### src/rtl/hsync_pkg.sv
package hsync_pkg;
  localparam int CNT_W     = 12;
  localparam int WID_W     = 8;
  localparam int AMP_W     = 8;
  localparam int SYNC_STEP = 3;
  localparam int STEP_W    = $clog2(SYNC_STEP + 1);
  localparam int LVL_W     = AMP_W + STEP_W;
endpackage

### src/rtl/hs_shadow.sv
module hs_shadow #(
  parameter int CNT_W = 12,
  parameter int WID_W = 8,
  parameter int AMP_W = 8
) (
  input  logic             clk_i,
  input  logic             rst_ni,
  input  logic             load_i,
  input  logic [CNT_W-1:0] tot_i,
  input  logic [WID_W-1:0] wid_i,
  input  logic [AMP_W-1:0] amp_i,
  output logic [CNT_W-1:0] tot_o,
  output logic [WID_W-1:0] wid_o,
  output logic [AMP_W-1:0] amp_o
);
  localparam logic [CNT_W-1:0] MIN_TOT = CNT_W'(2);

  logic [CNT_W-1:0] tot_clamped;
  assign tot_clamped = (tot_i < MIN_TOT) ? MIN_TOT : tot_i;

  always_ff @(posedge clk_i or negedge rst_ni) begin
    if (!rst_ni) begin
      tot_o <= MIN_TOT;
      wid_o <= '0;
      amp_o <= '0;
    end else if (load_i) begin
      tot_o <= tot_clamped;
      wid_o <= wid_i;
      amp_o <= amp_i;
    end
  end
endmodule

### src/rtl/hs_counter.sv
module hs_counter #(
  parameter int CNT_W = 12
) (
  input  logic             clk_i,
  input  logic             rst_ni,
  input  logic             en_i,
  input  logic             clr_i,
  input  logic [CNT_W-1:0] tot_i,
  output logic [CNT_W-1:0] cnt_o,
  output logic             start_o,
  output logic             sol_o
);
  logic wrap;
  assign wrap    = (cnt_o == '0) || (cnt_o >= tot_i);
  assign start_o = en_i && !clr_i && wrap;

  always_ff @(posedge clk_i or negedge rst_ni) begin
    if (!rst_ni) begin
      cnt_o <= '0;
      sol_o <= 1'b0;
    end else if (clr_i) begin
      cnt_o <= '0;
      sol_o <= 1'b0;
    end else begin
      sol_o <= start_o;
      if (start_o)   cnt_o <= CNT_W'(1);
      else if (en_i) cnt_o <= cnt_o + CNT_W'(1);
    end
  end
endmodule

### src/rtl/hs_sync_out.sv
module hs_sync_out #(
  parameter int CNT_W     = 12,
  parameter int WID_W     = 8,
  parameter int AMP_W     = 8,
  parameter int SYNC_STEP = 3,
  parameter int LVL_W     = 10
) (
  input  logic [CNT_W-1:0] cnt_i,
  input  logic [WID_W-1:0] wid_i,
  input  logic [AMP_W-1:0] amp_i,
  output logic             hsync_no,
  output logic [LVL_W-1:0] level_o
);
  logic active;
  // count is at least 12 bits wide, width fits after zero-extension
  assign active   = (cnt_i != '0) && (cnt_i <= CNT_W'(wid_i));
  assign hsync_no = !active;
  assign level_o  = active ? (LVL_W'(amp_i) * LVL_W'(SYNC_STEP)) : '0;
endmodule

### src/rtl/hsync_gen.sv
module hsync_gen
  import hsync_pkg::*;
(
  input  logic             clk_i,
  input  logic             rst_ni,
  input  logic             pix_en_i,
  input  logic             sync_clr_i,
  input  logic [CNT_W-1:0] line_total_i,
  input  logic [WID_W-1:0] sync_width_i,
  input  logic [AMP_W-1:0] sync_amp_i,
  output logic             hsync_no,
  output logic [CNT_W-1:0] cnt_o,
  output logic             sol_o,
  output logic [LVL_W-1:0] level_o
);
  logic [CNT_W-1:0] tot_q;
  logic [WID_W-1:0] wid_q;
  logic [AMP_W-1:0] amp_q;
  logic             start;

  hs_counter #(.CNT_W(CNT_W)) u_cnt (
    .clk_i   (clk_i),
    .rst_ni  (rst_ni),
    .en_i    (pix_en_i),
    .clr_i   (sync_clr_i),
    .tot_i   (tot_q),
    .cnt_o   (cnt_o),
    .start_o (start),
    .sol_o   (sol_o)
  );

  hs_shadow #(.CNT_W(CNT_W), .WID_W(WID_W), .AMP_W(AMP_W)) u_shd (
    .clk_i  (clk_i),
    .rst_ni (rst_ni),
    .load_i (start),
    .tot_i  (line_total_i),
    .wid_i  (sync_width_i),
    .amp_i  (sync_amp_i),
    .tot_o  (tot_q),
    .wid_o  (wid_q),
    .amp_o  (amp_q)
  );

  hs_sync_out #(.CNT_W(CNT_W), .WID_W(WID_W), .AMP_W(AMP_W),
                .SYNC_STEP(SYNC_STEP), .LVL_W(LVL_W)) u_out (
    .cnt_i    (cnt_o),
    .wid_i    (wid_q),
    .amp_i    (amp_q),
    .hsync_no (hsync_no),
    .level_o  (level_o)
  );
endmodule

### config.mk
export PLATFORM = sky130hd
export DESIGN_NAME = hsync_gen
export DESIGN_NICKNAME = d
export VERILOG_FILES = /design/src/rtl/hsync_pkg.sv /design/src/rtl/hs_shadow.sv /design/src/rtl/hs_counter.sv /design/src/rtl/hs_sync_out.sv /design/src/rtl/hsync_gen.sv
export SDC_FILE = /design/constraint.sdc
export NUM_CORES = 1
export LEC_CHECK = 0
export ABC_CLOCK_PERIOD_IN_PS = 3070
export BUFFER_PORTS_ARGS = -buffer_cell sky130_fd_sc_hd__buf_4
export CAP_MARGIN = 20
export CORE_ASPECT_RATIO = 1.2
export CORE_MARGIN = 2
export CORE_UTILIZATION = 45
export CTS_BUF_LIST = sky130_fd_sc_hd__clkbuf_8
export CTS_CLUSTER_SIZE = 12
export DETAILED_ROUTE_END_ITERATION = 10
export PLACE_DENSITY_LB_ADDON = 0.3
export SLEW_MARGIN = 20
export SYNTH_ARGS = -nofsm -noshare
export SYNTH_HDL_FRONTEND = slang
export SYNTH_HIERARCHICAL = 1
export SYNTH_SLANG_ARGS = --single-unit
### constraint.sdc
create_clock -name clk_i -period 3.07 [get_ports clk_i]
set_input_delay 0.4605 -clock clk_i [delete_from_list [all_inputs] [get_ports clk_i]]
set_output_delay 0.4605 -clock clk_i [all_outputs]
set_load 0.1 [all_outputs]
==> flow_summary.toml <==
[yosys]
synth_top_area_share_pct = 34.16
synth_cell_types = 55
synth.area.top_cells = "dfrtp_1 (34%), ha_1 (13%), mux2_2 (11%), inv_1 (3.8%), o211ai_1 (2.8%)"
async_flop_share_pct = 100.0
seq_area_frac_synth_pct = 35.06
syn-instance-count = 294
ys.flop_type = "dfrtp_1"
syn_area_per_cell_um2 = 9.967
synth_most_common_cell = "dfrtp_1"
synth_area_leader_cell = "dfrtp_1"
synthTopCellsByCount = "dfrtp_1 (40), ha_1 (30), inv_1 (30), mux2_2 (28), nand2_1 (19)"
synth_edf_count = 0
syn_area_um2 = 2930
ys_seq_elements = 41
ys_warn_count = 6
synthesis.nets = 357

[critical_path]
crit_path_start_kind = "register"
required_ps = 2610
criticalPathCategory = "register to output port"
startpoint = "u_cnt/cnt_o[6]"
crit_top_cell = "buf_4"
rr_startpoint = "u_cnt/cnt_o[5]"
crit_arrival_ps = 2520
crit_fanout = 10
cpMaxStageDelayCell = "dfrtp_4"
slowest_delay_ps = 550
crit_chain = "ha_1 -> nand4_1 -> o21ai_2 -> o311ai_4 -> buf_4 -> buf_4 -> nor2_4 -> buf_4"
r2r_slack_ps = 450
critPathCaptureType = "output port"

[final_layout]
area_delta_synth_final_pct = 27.28
final.fill_count = 542
n_antenna_cell = 0
fin_cells = 440
nNetsFinal = 417
drive_above_1_share_pct = 38.59

[sta]
max_freq_mhz = 335.7
worst_slew_pin_slew_ps = 529.1
setup_violations = 0
maxSlewViolCount = 0
min_period_ps = 2978
finalClockSkew_ps = 7.069
whs_ps = 144.3
fin_crit_sh_pct = 97.02
rsz0062_at_grt = "true"
slew_headroom_pct = 64.73
finalHoldViolCount = 0

[cts]
cts_tree = "done"
ctsLongestPathBuffers = 2
clk_pin_slew_ps = 80
htreeDepth = 2
insertion_delay_ps = 290
cts_made_buffers = 5
cts.sinks = 41
cts_root_buffer = "clkbuf_8"

[drt]
routed_wl_mm = 6.708
wl_per_cell_um = 15.25
vias = 2474
ant_nets = 0
route.detailed.drc = 0
first_pass_iters = 4
viasPerCell = 5.623
drt-initial-drc-count = 95

[worst_hold_path]
hp-class = "input port to async pin"

[floorplan]
io_pins = 56
fp.dieH_um = 92.40
fp.coreArea_um2 = 6366
die-area_um2 = 7176
die_x_um = 77.67
placementRows = 32
start_util_pct = 46.03

[power]
power_density_nw_per_um2 = 585.9
peakVddDrop_mv = 0.3727
p_leak_nw = 1.660

[global_route]
grt_pass1_vias = 2532
grt_pass1_wl_mm = 11.16
use_met1_pct = 21.79
use_met2_pct = 36.35
grt_max_degree = 42
overflow = 0
grtUsageMet3_pct = 2.339
track_usage_pct = 19.06
antenna_found_initial = 0
grt_busiest_layer = "met2"

[outcome]
status = "finished, final reports clean"

[place]
hpwlAfterDp_mm = 4.971
port_buffers = 55
dp.cells = 431
gp_congestion = 0.8229

[run]
drv_cap = 0
==> layer usage <==
metal  part of all wire (%)  wire, um
met1                     41      2736
met2                     55      3660
met3                    3.8       252
met4                   0.88        59
met5                      0         0
==> repair_timing <==
item / in CTS / in global routing
resized for setup: 1 / 4
pin swaps: 0 / 3
endpoints found under the setup margin: 1 / 6
hold buffers: 0 / 0
setup buffers: 0 / 1
==> report_power, final <==
part / switching [W] / internal [W] / total [W]
logic: 0.000666 / 0.000376 / 0.00104
clock network: 0.000191 / 0.000265 / 0.000456
registers: 0.0000596 / 0.000628 / 0.000687
==> state kept, by name, indices dropped and copies added (netlist names) <==
name and count:
u_shd/amp_o 8, u_cnt/sol_o 1, u_cnt/cnt_o 12, u_shd/wid_o 8, u_shd/tot_o 12
==> kinds of logic after synthesis <==
kind of cell,synth area share (%)
mux,11.49
buf+inv,5.807
simple gates,17.93
compound gates,15.63
fa+ha+maj,13.49
flops,35.06
xor+xnor,0.5979
==> layout make-up <==
class	count	area [um^2]	area share (%)
Timing Repair Buffer	63	484.2	12.98
Inverter	30	112.6	3.019
Clock buffer	6	82.58	2.214
Tap cell	85	106.4	2.851
Clock inverter	2	37.54	1.006
Sequential cell	41	1060	28.41
Multi-Input combinational cell	213	1847	49.51
==> worst paths after layout <==
check | cells past startpoint | end
min | 1 | u_cnt/cnt_o[4]
max reg2reg | 8 | u_shd/tot_o[0]
min reg2reg | 1 | u_shd/wid_o[3]
max in group asynchronous | 1 | u_cnt/cnt_o[9]
min in group clk_i | 2 | u_shd/amp_o[1]
max | 8 | level_o[1]
==> per-stage QoR <==
step	setup TNS, ps	total power (W)	setup WS (ps)	util (%)	cell area (um^2)
2_1_floorplan	-107.0	0.001515	-107.0	-	3067
3_3_place_gp	0	0.001705	371.9	56.31	3585
3_5_place_dp	0	0.001728	292.0	56.31	3585
4_1_cts	0	0.002193	7.629	58.25	3709
5_1_grt	-22.82	0.002314	-13.23	58.59	3730
6_report	0	0.002185	91.53	58.59	3730
==> critical path, delay by kind of cell (launching register included) <==
family | cells | cell delay [ps]
buf+inv | 3 | 680
flops | 1 | 550
compound gates | 2 | 360
fa+ha+maj | 1 | 320
simple gates | 2 | 310
==> layout by cell type (no fill, tap or decap), types with 2 or more instances in the layout <==
cell	instances
o21ai_0	5
o21a_1	3
a31oi_1	3
nand2b_1	7
or4_4	2
o21bai_1	2
clkbuf_8	6
nand4_1	4
mux2_2	28
o21ai_1	2
inv_1	30
nor3_1	6
dfrtp_2	5
and3_1	3
nand3_1	5
a21o_1	2
o31a_1	2
xor2_1	2
and4_1	2
dfrtp_4	7
o221ai_1	3
nand2_1	19
o211ai_1	11
buf_4	60
buf_6	3
nor2_1	6
nor4_1	5
nor3b_1	4
or4b_1	2
a21oi_2	2
ha_1	29
nor2_4	5
nor2_2	2
nor2b_1	7
dfrtp_1	28
a21oi_1	13
nand3b_1	4
Power figures use the tool's default switching activity.
